**src/rtl/tmr_pkg.sv**
```systemverilog
package tmr_pkg;
  localparam int DATA_W = 32;
  localparam int FRAC_W = 9;

  typedef enum logic [1:0] {
    SEL_LIMIT      = 2'd0,
    SEL_COUNT      = 2'd1,
    SEL_LIMIT_KEEP = 2'd2,
    SEL_RUN        = 2'd3
  } reg_sel_e;

  typedef struct packed {
    logic lim_rst;
    logic lim_keep;
    logic up_wr;
    logic low_wr;
    logic run_wr;
    logic lim_ack;
  } bus_ops_t;
endpackage

```
**src/rtl/tmr_bus_decode.sv**
```systemverilog
module tmr_bus_decode
  import tmr_pkg::*;
(
  input  logic       bus_wr,
  input  logic       bus_rd,
  input  logic [1:0] bus_addr,
  input  logic       user_q,
  input  logic       mode_chg,
  output bus_ops_t   ops
);
  reg_sel_e sel;
  logic     wr_ok, rd_ok;

  always_comb begin
    sel   = reg_sel_e'(bus_addr);
    wr_ok = bus_wr && !mode_chg;
    rd_ok = bus_rd && !mode_chg;
    ops.lim_rst  = wr_ok && !user_q && (sel == SEL_LIMIT);
    ops.lim_keep = wr_ok && !user_q && (sel == SEL_LIMIT_KEEP);
    ops.up_wr    = wr_ok &&  user_q && (sel == SEL_LIMIT);
    ops.low_wr   = wr_ok &&  user_q && (sel == SEL_COUNT);
    ops.run_wr   = wr_ok &&  user_q && (sel == SEL_RUN);
    ops.lim_ack  = rd_ok && !user_q && (sel == SEL_LIMIT);
  end
endmodule

```
**src/rtl/tmr_count_core.sv**
```systemverilog
module tmr_count_core
  import tmr_pkg::*;
#(
  parameter int DW = DATA_W,
  parameter int FW = FRAC_W
) (
  input  logic                 clk,
  input  logic                 rst_n,
  input  logic                 tick,
  input  logic                 user_q,
  input  logic                 enter_user,
  input  logic                 leave_user,
  input  bus_ops_t             ops,
  input  logic [DW-1:0]        wdata,
  output logic [(2*DW-FW-2):0] cnt_q,
  output logic [DW-FW-2:0]     limit_q,
  output logic                 hit_q,
  output logic                 run_q
);
  localparam int CNT_W  = DW - 1 - FW;
  localparam int UP_W   = DW - 1;
  localparam int LOW_W  = DW - FW;
  localparam int WIDE_W = UP_W + LOW_W;
  localparam logic [CNT_W-1:0]  ONE_C = CNT_W'(1);
  localparam logic [WIDE_W-1:0] ONE_W = WIDE_W'(1);

  logic [CNT_W-1:0] cnt_fld, cnt_inc;
  logic             match;

  always_comb begin
    cnt_fld = cnt_q[CNT_W-1:0];
    cnt_inc = cnt_fld + ONE_C;
    match   = (limit_q != '0) && (cnt_inc == limit_q);
  end

  always_ff @(posedge clk) begin
    if (!rst_n) begin
      cnt_q   <= '0;
      limit_q <= '0;
      hit_q   <= 1'b0;
      run_q   <= 1'b1;
    end else if (enter_user) begin
      run_q <= 1'b0;
      hit_q <= 1'b0;
    end else if (leave_user) begin
      run_q <= 1'b1;
      hit_q <= 1'b0;
      cnt_q <= '0;
    end else if (user_q) begin
      if (ops.up_wr)
        cnt_q <= {wdata[UP_W-1:0], cnt_q[LOW_W-1:0]};
      else if (ops.low_wr)
        cnt_q <= {cnt_q[WIDE_W-1:LOW_W], wdata[DW-1:FW]};
      else if (run_q && tick)
        cnt_q <= cnt_q + ONE_W;
      if (ops.run_wr)
        run_q <= wdata[0];
    end else if (ops.lim_rst) begin
      limit_q <= wdata[DW-2:FW];
      cnt_q   <= '0;
      hit_q   <= 1'b0;
    end else begin
      if (ops.lim_keep)
        limit_q <= wdata[DW-2:FW];
      if (tick)
        cnt_q <= match ? '0 : {{(WIDE_W-CNT_W){1'b0}}, cnt_inc};
      if (tick && match)
        hit_q <= 1'b1;
      else if (ops.lim_ack)
        hit_q <= 1'b0;
    end
  end

  // no interrupt while the channel is in user mode
  a_r11_user_quiet: assert property (@(posedge clk) disable iff (!rst_n)
    user_q |-> !hit_q);

  // a stopped user timer holds its value
  a_r10_stopped_holds: assert property (@(posedge clk) disable iff (!rst_n)
    (user_q && !run_q && !ops.up_wr && !ops.low_wr && !leave_user) |=> $stable(cnt_q));

  // with a zero limit the reached flag never rises
  a_r7_free_run_silent: assert property (@(posedge clk) disable iff (!rst_n)
    (!user_q && (limit_q == '0) && !hit_q) |=> !hit_q);

  // a resetting limit write leaves a zero count and no flag
  a_r3_reset_write: assert property (@(posedge clk) disable iff (!rst_n)
    ops.lim_rst |=> ((cnt_q == '0) && !hit_q));

  // in counter mode the count never leaves its 22-bit field
  a_r2_field_bound: assert property (@(posedge clk) disable iff (!rst_n)
    !user_q |-> (cnt_q[WIDE_W-1:CNT_W] == '0));

  // a matching tick reloads zero and sets the flag
  a_r4_match_reload: assert property (@(posedge clk) disable iff (!rst_n)
    (!user_q && !enter_user && tick && !ops.lim_rst && match) |=> (hit_q && (cnt_q == '0)));
endmodule

```
**src/rtl/tmr_read_mux.sv**
```systemverilog
module tmr_read_mux
  import tmr_pkg::*;
#(
  parameter int DW = DATA_W,
  parameter int FW = FRAC_W
) (
  input  logic [1:0]           bus_addr,
  input  logic                 user_q,
  input  logic [(2*DW-FW-2):0] cnt_q,
  input  logic [DW-FW-2:0]     limit_q,
  input  logic                 hit_q,
  input  logic                 run_q,
  output logic [DW-1:0]        rdata
);
  localparam int CNT_W  = DW - 1 - FW;
  localparam int LOW_W  = DW - FW;
  localparam int WIDE_W = 2 * DW - FW - 1;

  always_comb begin
    unique case (reg_sel_e'(bus_addr))
      SEL_LIMIT:
        rdata = user_q ? {1'b0, cnt_q[WIDE_W-1:LOW_W]}
                       : {1'b0, limit_q, {FW{1'b0}}};
      SEL_COUNT:
        rdata = user_q ? {cnt_q[LOW_W-1:0], {FW{1'b0}}}
                       : {hit_q, cnt_q[CNT_W-1:0], {FW{1'b0}}};
      SEL_LIMIT_KEEP:
        rdata = '0;
      default:
        rdata = {{(DW-1){1'b0}}, run_q};
    endcase
  end
endmodule

```
**src/rtl/dual_mode_timer.sv**
```systemverilog
module dual_mode_timer
  import tmr_pkg::*;
#(
  parameter int DW = DATA_W,
  parameter int FW = FRAC_W
) (
  input  logic          clk,
  input  logic          rst_n,
  input  logic          tick,
  input  logic          mode_user,
  input  logic          bus_wr,
  input  logic          bus_rd,
  input  logic [1:0]    bus_addr,
  input  logic [DW-1:0] bus_wdata,
  output logic [DW-1:0] bus_rdata,
  output logic          irq
);
  localparam int WIDE_W = 2 * DW - FW - 1;
  localparam int CNT_W  = DW - 1 - FW;

  logic              user_q, enter_user, leave_user, mode_chg;
  bus_ops_t          ops;
  logic [WIDE_W-1:0] cnt_q;
  logic [CNT_W-1:0]  limit_q;
  logic              hit_q, run_q;

  always_ff @(posedge clk) begin
    if (!rst_n) user_q <= 1'b0;
    else        user_q <= mode_user;
  end

  always_comb begin
    enter_user = mode_user && !user_q;
    leave_user = !mode_user && user_q;
    mode_chg   = enter_user || leave_user;
  end

  tmr_bus_decode u_dec (
    .bus_wr   (bus_wr),
    .bus_rd   (bus_rd),
    .bus_addr (bus_addr),
    .user_q   (user_q),
    .mode_chg (mode_chg),
    .ops      (ops)
  );

  tmr_count_core #(.DW(DW), .FW(FW)) u_core (
    .clk        (clk),
    .rst_n      (rst_n),
    .tick       (tick),
    .user_q     (user_q),
    .enter_user (enter_user),
    .leave_user (leave_user),
    .ops        (ops),
    .wdata      (bus_wdata),
    .cnt_q      (cnt_q),
    .limit_q    (limit_q),
    .hit_q      (hit_q),
    .run_q      (run_q)
  );

  tmr_read_mux #(.DW(DW), .FW(FW)) u_rmux (
    .bus_addr (bus_addr),
    .user_q   (user_q),
    .cnt_q    (cnt_q),
    .limit_q  (limit_q),
    .hit_q    (hit_q),
    .run_q    (run_q),
    .rdata    (bus_rdata)
  );

  assign irq = hit_q;

  // the registered mode follows the input one edge later
  a_r12_mode_follows: assert property (@(posedge clk) disable iff (!rst_n)
    (mode_user != user_q) |=> (user_q == $past(mode_user)));

  // leaving user mode restarts the counter running from zero
  a_r12_leave_restart: assert property (@(posedge clk) disable iff (!rst_n)
    leave_user |=> (run_q && (cnt_q == '0)));
endmodule

```
**config.mk**
```make
export PLATFORM = sky130hd
export DESIGN_NAME = dual_mode_timer
export DESIGN_NICKNAME = d
export VERILOG_FILES = /design/src/rtl/tmr_pkg.sv /design/src/rtl/tmr_bus_decode.sv /design/src/rtl/tmr_count_core.sv /design/src/rtl/tmr_read_mux.sv /design/src/rtl/dual_mode_timer.sv
export SDC_FILE = /design/constraint.sdc
export NUM_CORES = 1
export LEC_CHECK = 0
export BUFFER_PORTS_ARGS = -buffer_cell sky130_fd_sc_hd__clkbuf_2
export CORE_AREA = 5 5 88 151
export CTS_CLUSTER_SIZE = 14
export DETAILED_ROUTE_END_ITERATION = 7
export DIE_AREA = 0 0 93 156
export PLACE_DENSITY = 0.75
export SETUP_SLACK_MARGIN = 0.2
export SYNTH_ARGS = -nofsm -noshare
export SYNTH_HDL_FRONTEND = slang
export SYNTH_HIERARCHICAL = 1
export SYNTH_SLANG_ARGS = --single-unit
```
**constraint.sdc**
```tcl
create_clock -name clk -period 8.82 [get_ports clk]
set_input_delay 0.441 -clock clk [delete_from_list [all_inputs] [get_ports clk]]
set_output_delay 0.441 -clock clk [all_outputs]
set_load 0.03 [all_outputs]
```
==> report_table.html <==
<table>
<tr><th>Metric</th><th>Value</th></tr>
<tr><th colspan="2">Status</th></tr>
<tr><td>Run status</td><td>complete, no violations</td></tr>
<tr><th colspan="2">Place</th></tr>
<tr><td>Number of buffer cells added on primary ports</td><td>between 70 and 80</td></tr>
<tr><td>Post-DP HPWL</td><td>about 17000 um</td></tr>
<tr><td>Placed Cells</td><td>a little over 1k</td></tr>
<tr><td>Global placement routability congestion</td><td>0.953</td></tr>
<tr><th colspan="2">Timing</th></tr>
<tr><td>Worst Clk Skew</td><td>between 0.007 and 0.008 ns</td></tr>
<tr><td>Final Slew Violations</td><td>0</td></tr>
<tr><td>Worst Max-Slew Pin Slew</td><td>1.18 ns</td></tr>
<tr><td>Final setup viols</td><td>0</td></tr>
<tr><td>Final Hold Viols</td><td>0</td></tr>
<tr><td>Share of the cycle needed by the critical path after routing</td><td>0.528</td></tr>
<tr><td>Sum Neg Setup Slack</td><td>0 ns</td></tr>
<tr><td>Final critical path time including I/O delays and setup</td><td>4.66 ns</td></tr>
<tr><td>RSZ-0062 raised after global routing</td><td>no</td></tr>
<tr><td>Worst slew margin</td><td>0.206</td></tr>
<tr><td>Max Clock Freq</td><td>approximately 210 MHz</td></tr>
<tr><th colspan="2">Setup path</th></tr>
<tr><td>Required time of the worst setup path</td><td>slightly above 9 ns</td></tr>
<tr><td>Start-to-end type of the worst setup path</td><td>flop to flop</td></tr>
<tr><td>R2r endpoint</td><td>u_core/cnt_q[4]</td></tr>
<tr><td>Worst-path fanout max</td><td>44</td></tr>
<tr><td>CP startpoint kind</td><td>flop</td></tr>
<tr><td>Nature of the critical path endpoint</td><td>flop</td></tr>
<tr><td>Cells on worst reg2reg path</td><td>13</td></tr>
<tr><td>Timing startpoint of the critical path</td><td>user_q</td></tr>
<tr><td>Crit Reg-Reg Startpoint</td><td>user_q</td></tr>
<tr><td>Worst Path Arrival</td><td>slightly below 5 ns</td></tr>
<tr><td>Slack of the worst reg-to-reg path</td><td>~4.2 ns</td></tr>
<tr><th colspan="2">Route</th></tr>
<tr><td>Remaining DRCs</td><td>0</td></tr>
<tr><td>Number of DRC violations after detailed-routing iteration 0</td><td>842</td></tr>
<tr><td>Via count</td><td>roughly 7k</td></tr>
<tr><td>DR vias/cell</td><td>just under 7</td></tr>
<tr><td>Number of nets with antenna violations after detailed routing</td><td>0</td></tr>
<tr><td>DRT Pass-1 Iters</td><td>5</td></tr>
<tr><td>Routed WL per cell</td><td>around 23 um</td></tr>
<tr><td>Routed WL</td><td>around 23000 um</td></tr>
<tr><th colspan="2">Synthesis</th></tr>
<tr><td>Post-synth EDFFs</td><td>0</td></tr>
<tr><td>Cell types occupying the most area after synthesis</td><td>dfxtp_1, nand2_1, a21oi_1</td></tr>
<tr><td>Cell taking the most area after synthesis</td><td>dfxtp_1</td></tr>
<tr><td>Syn avg cell area</td><td>roughly 7.5 sq um</td></tr>
<tr><td>Synthesized netlist net count</td><td>around 900</td></tr>
<tr><td>Yosys warnings</td><td>6</td></tr>
<tr><td>Leading register cell type out of synthesis</td><td>dfxtp_1</td></tr>
<tr><td>Share of synthesized flip-flops with an asynchronous set or reset</td><td>0</td></tr>
<tr><td>Summed instance area of the synthesized netlist</td><td>6390 sq um</td></tr>
<tr><td>Number of flip-flops and latches in the synthesized netlist</td><td>79</td></tr>
<tr><td>Synthesized instance count</td><td>between 800 and 900</td></tr>
<tr><td>Portion of synthesized cell area occupied by the leading cell type</td><td>0.248</td></tr>
<tr><td>Number of library cell types mapped by synthesis</td><td>76</td></tr>
<tr><td>Post-synthesis sequential area ratio</td><td>0.248</td></tr>
<tr><th colspan="2">Global routing</th></tr>
<tr><td>Wire length of the first global-routing pass</td><td>35800 um</td></tr>
<tr><td>Total global-route track usage</td><td>0.313</td></tr>
<tr><td>Remaining global-route overflow</td><td>0</td></tr>
<tr><td>Pin count of the biggest net entering global routing</td><td>45</td></tr>
<tr><td>Number of antenna violations at the first check in global routing</td><td>0</td></tr>
<tr><td>Via count of the first global-routing pass</td><td>about 6.5k</td></tr>
<tr><th colspan="2">Floorplanning</th></tr>
<tr><td>Area of the core</td><td>roughly 12000 sq um</td></tr>
<tr><td>Horizontal die dimension</td><td>slightly above 90 um</td></tr>
<tr><td>Chip Height</td><td>156 um</td></tr>
<tr><td>Row Count</td><td>53</td></tr>
<tr><td>Initial Utilization</td><td>0.535</td></tr>
<tr><td>I/O pin cnt</td><td>73</td></tr>
<tr><td>Total die area</td><td>14500 sq um</td></tr>
<tr><th colspan="2">Layout</th></tr>
<tr><td>Final Non-Filler Cells</td><td>approximately 1.0k</td></tr>
<tr><td>Final-stage net count</td><td>928</td></tr>
<tr><td>Syn-to-layout area delta</td><td>9.09%</td></tr>
<tr><td>Final Core Density</td><td>0.584</td></tr>
<tr><td>Antenna diode count</td><td>0</td></tr>
<tr><td>Fraction of final layout cells with drive strength greater than 1</td><td>0.151</td></tr>
<tr><td>Top library cells by usage in the layout, fill and taps aside</td><td>nand2_1, dfxtp_1, clkbuf_2</td></tr>
<tr><td>Most common library cell in the layout ignoring fill and taps</td><td>nand2_1</td></tr>
<tr><th colspan="2">CTS</th></tr>
<tr><td>Post-CTS Setup Inserts</td><td>0</td></tr>
<tr><td>TritonCTS clock tree</td><td>yes</td></tr>
<tr><td>Number of buffers inserted by hold repair at cts</td><td>0</td></tr>
<tr><td>Post-cts resize count</td><td>0</td></tr>
<tr><td>Clock tree root buffer cell</td><td>clkbuf_16</td></tr>
<tr><td>Maximum clock insertion buffer count</td><td>2</td></tr>
<tr><td>Htree depth</td><td>3</td></tr>
<tr><td>Clock sink count</td><td>about 80</td></tr>
<tr><td>TritonCTS Buffers</td><td>9</td></tr>
<tr><td>Post-CTS clock slew at the launch and capture registers of the worst setup and hold paths</td><td>0.06 ns</td></tr>
<tr><td>Clk Latency, worst-skew pair</td><td>0.34 ns</td></tr>
<tr><th colspan="2">Pwr</th></tr>
<tr><td>Power density over the cells</td><td>~130 nW/um^2</td></tr>
<tr><td>Leakage component of the power</td><td>roughly 2.4 nW</td></tr>
<tr><td>Worst IR Drop VDD</td><td>between 0.00008 and 0.00009 V</td></tr>
<tr><th colspan="2">Min path</th></tr>
<tr><td>Start point of the worst hold path</td><td>mode_user</td></tr>
<tr><td>Number of stages on the worst hold path</td><td>2</td></tr>
<tr><td>Hold EP</td><td>user_q</td></tr>
<tr><td>Hold WC Path Type</td><td>primary input to flop</td></tr>
<tr><th colspan="2">Job</th></tr>
<tr><td>Maxcap violations</td><td>0</td></tr>
</table>
[area by class of cell]
cell class / count / area, sq um
tap: 137 / 171
sequential: 79 / 1580
clock buffer: 12 / 256
multi-input combinational: 696 / 4420
inverter: 17 / 63.8
clock inverter: 3 / 42.5
fill: 1144 / 4970
timing repair buffer: 81 / 428
[sequential cells by signal, summed over array words and instances, names as in the netlist]
| name | flops |
|---|---|
| user_q | 1 |
| u_core/limit_q | 22 |
| u_core/run_q | 1 |
| u_core/hit_q | 1 |
| u_core/cnt_q | 54 |
[metal layers]
layer,GRT usage,share of wire,up-vias
li1,-,-,3177
met1,0.368,0.38,3298
met2,0.516,0.48,404
met3,0.0478,0.069,93
met4,0.215,0.069,0
met5,0,0,-
[per-stage QoR]
stage	total power, mW	cell area, sq um	worst slack [ns]	hold WS (ns)
6_report	0.918	6970	4.16	0.339
5_1_grt	0.941	6970	3.81	0.359
4_1_cts	0.914	6970	4.32	0.340
3_5_place_dp	0.528	6670	4.35	0.497
3_3_place_gp	0.527	6670	4.53	0.486
2_1_floorplan	0.481	6390	5.74	0.469
[where the power goes]
group	switching (mW)	total (mW)	internal, mW
clock network	0.161	0.394	0.233
logic	0.0955	0.146	0.0501
registers	0.0163	0.379	0.362
[cell usage after synthesis (4+ instances only)]
master and instances:
a22oi_1 29, xnor2_1 28, mux2i_1 24, a21boi_0 4
nor2_1 59, nand3_1 37, nor2b_1 41, buf_2 15
nand2_1 115, o22ai_1 4, or4_1 4, ha_1 4
o21bai_1 4, a21oi_1 52, and3_1 21, dfxtp_1 79
nor3b_1 6, a222oi_1 7, xor2_1 22, nand4_1 19
a211oi_1 9, clkbuf_1 42, a31oi_1 7, o31ai_1 9
buf_6 4, nor4_1 18, and4_1 7, inv_1 15
nor3_1 18, and2_1 22, a211oi_2 20, o21ai_0 45
nand2b_1 6
[logic make-up after synthesis]
group,synth area share
AO/OA/AOI/OAI,0.255
XOR/XNOR,0.0686
adder cells (fa/ha/maj),0.00784
buffers and inverters,0.0613
flip-flops,0.248
multiplexers,0.0394
AND/OR/NAND/NOR,0.320
[worst max-delay path by stage]
stage	to	slack, ns	cells after the start
floorplan	u_core/cnt_q[7]	5.74	11
global placement	u_core/cnt_q[4]	4.53	13
detailed placement	u_core/cnt_q[4]	4.35	13
CTS	u_core/cnt_q[4]	4.32	13
global route	u_core/cnt_q[4]	3.81	13
finish	u_core/cnt_q[4]	4.16	13
[worst max-delay path: stages (launching register included)]
cell and delay, ns:
dfxtp_2 1.06, ha_1 0.23, inv_1 0.06, nand4b_1 0.21, nor2_2 0.13, buf_4 0.38, a21oi_1 0.07, o21ai_0 0.19
nand2_1 0.42, nor3_1 0.77, nand2_1 0.19, a21boi_1 0.20, and2_1 0.28, o311ai_0 0.32
Power figures use the tool's default switching activity.
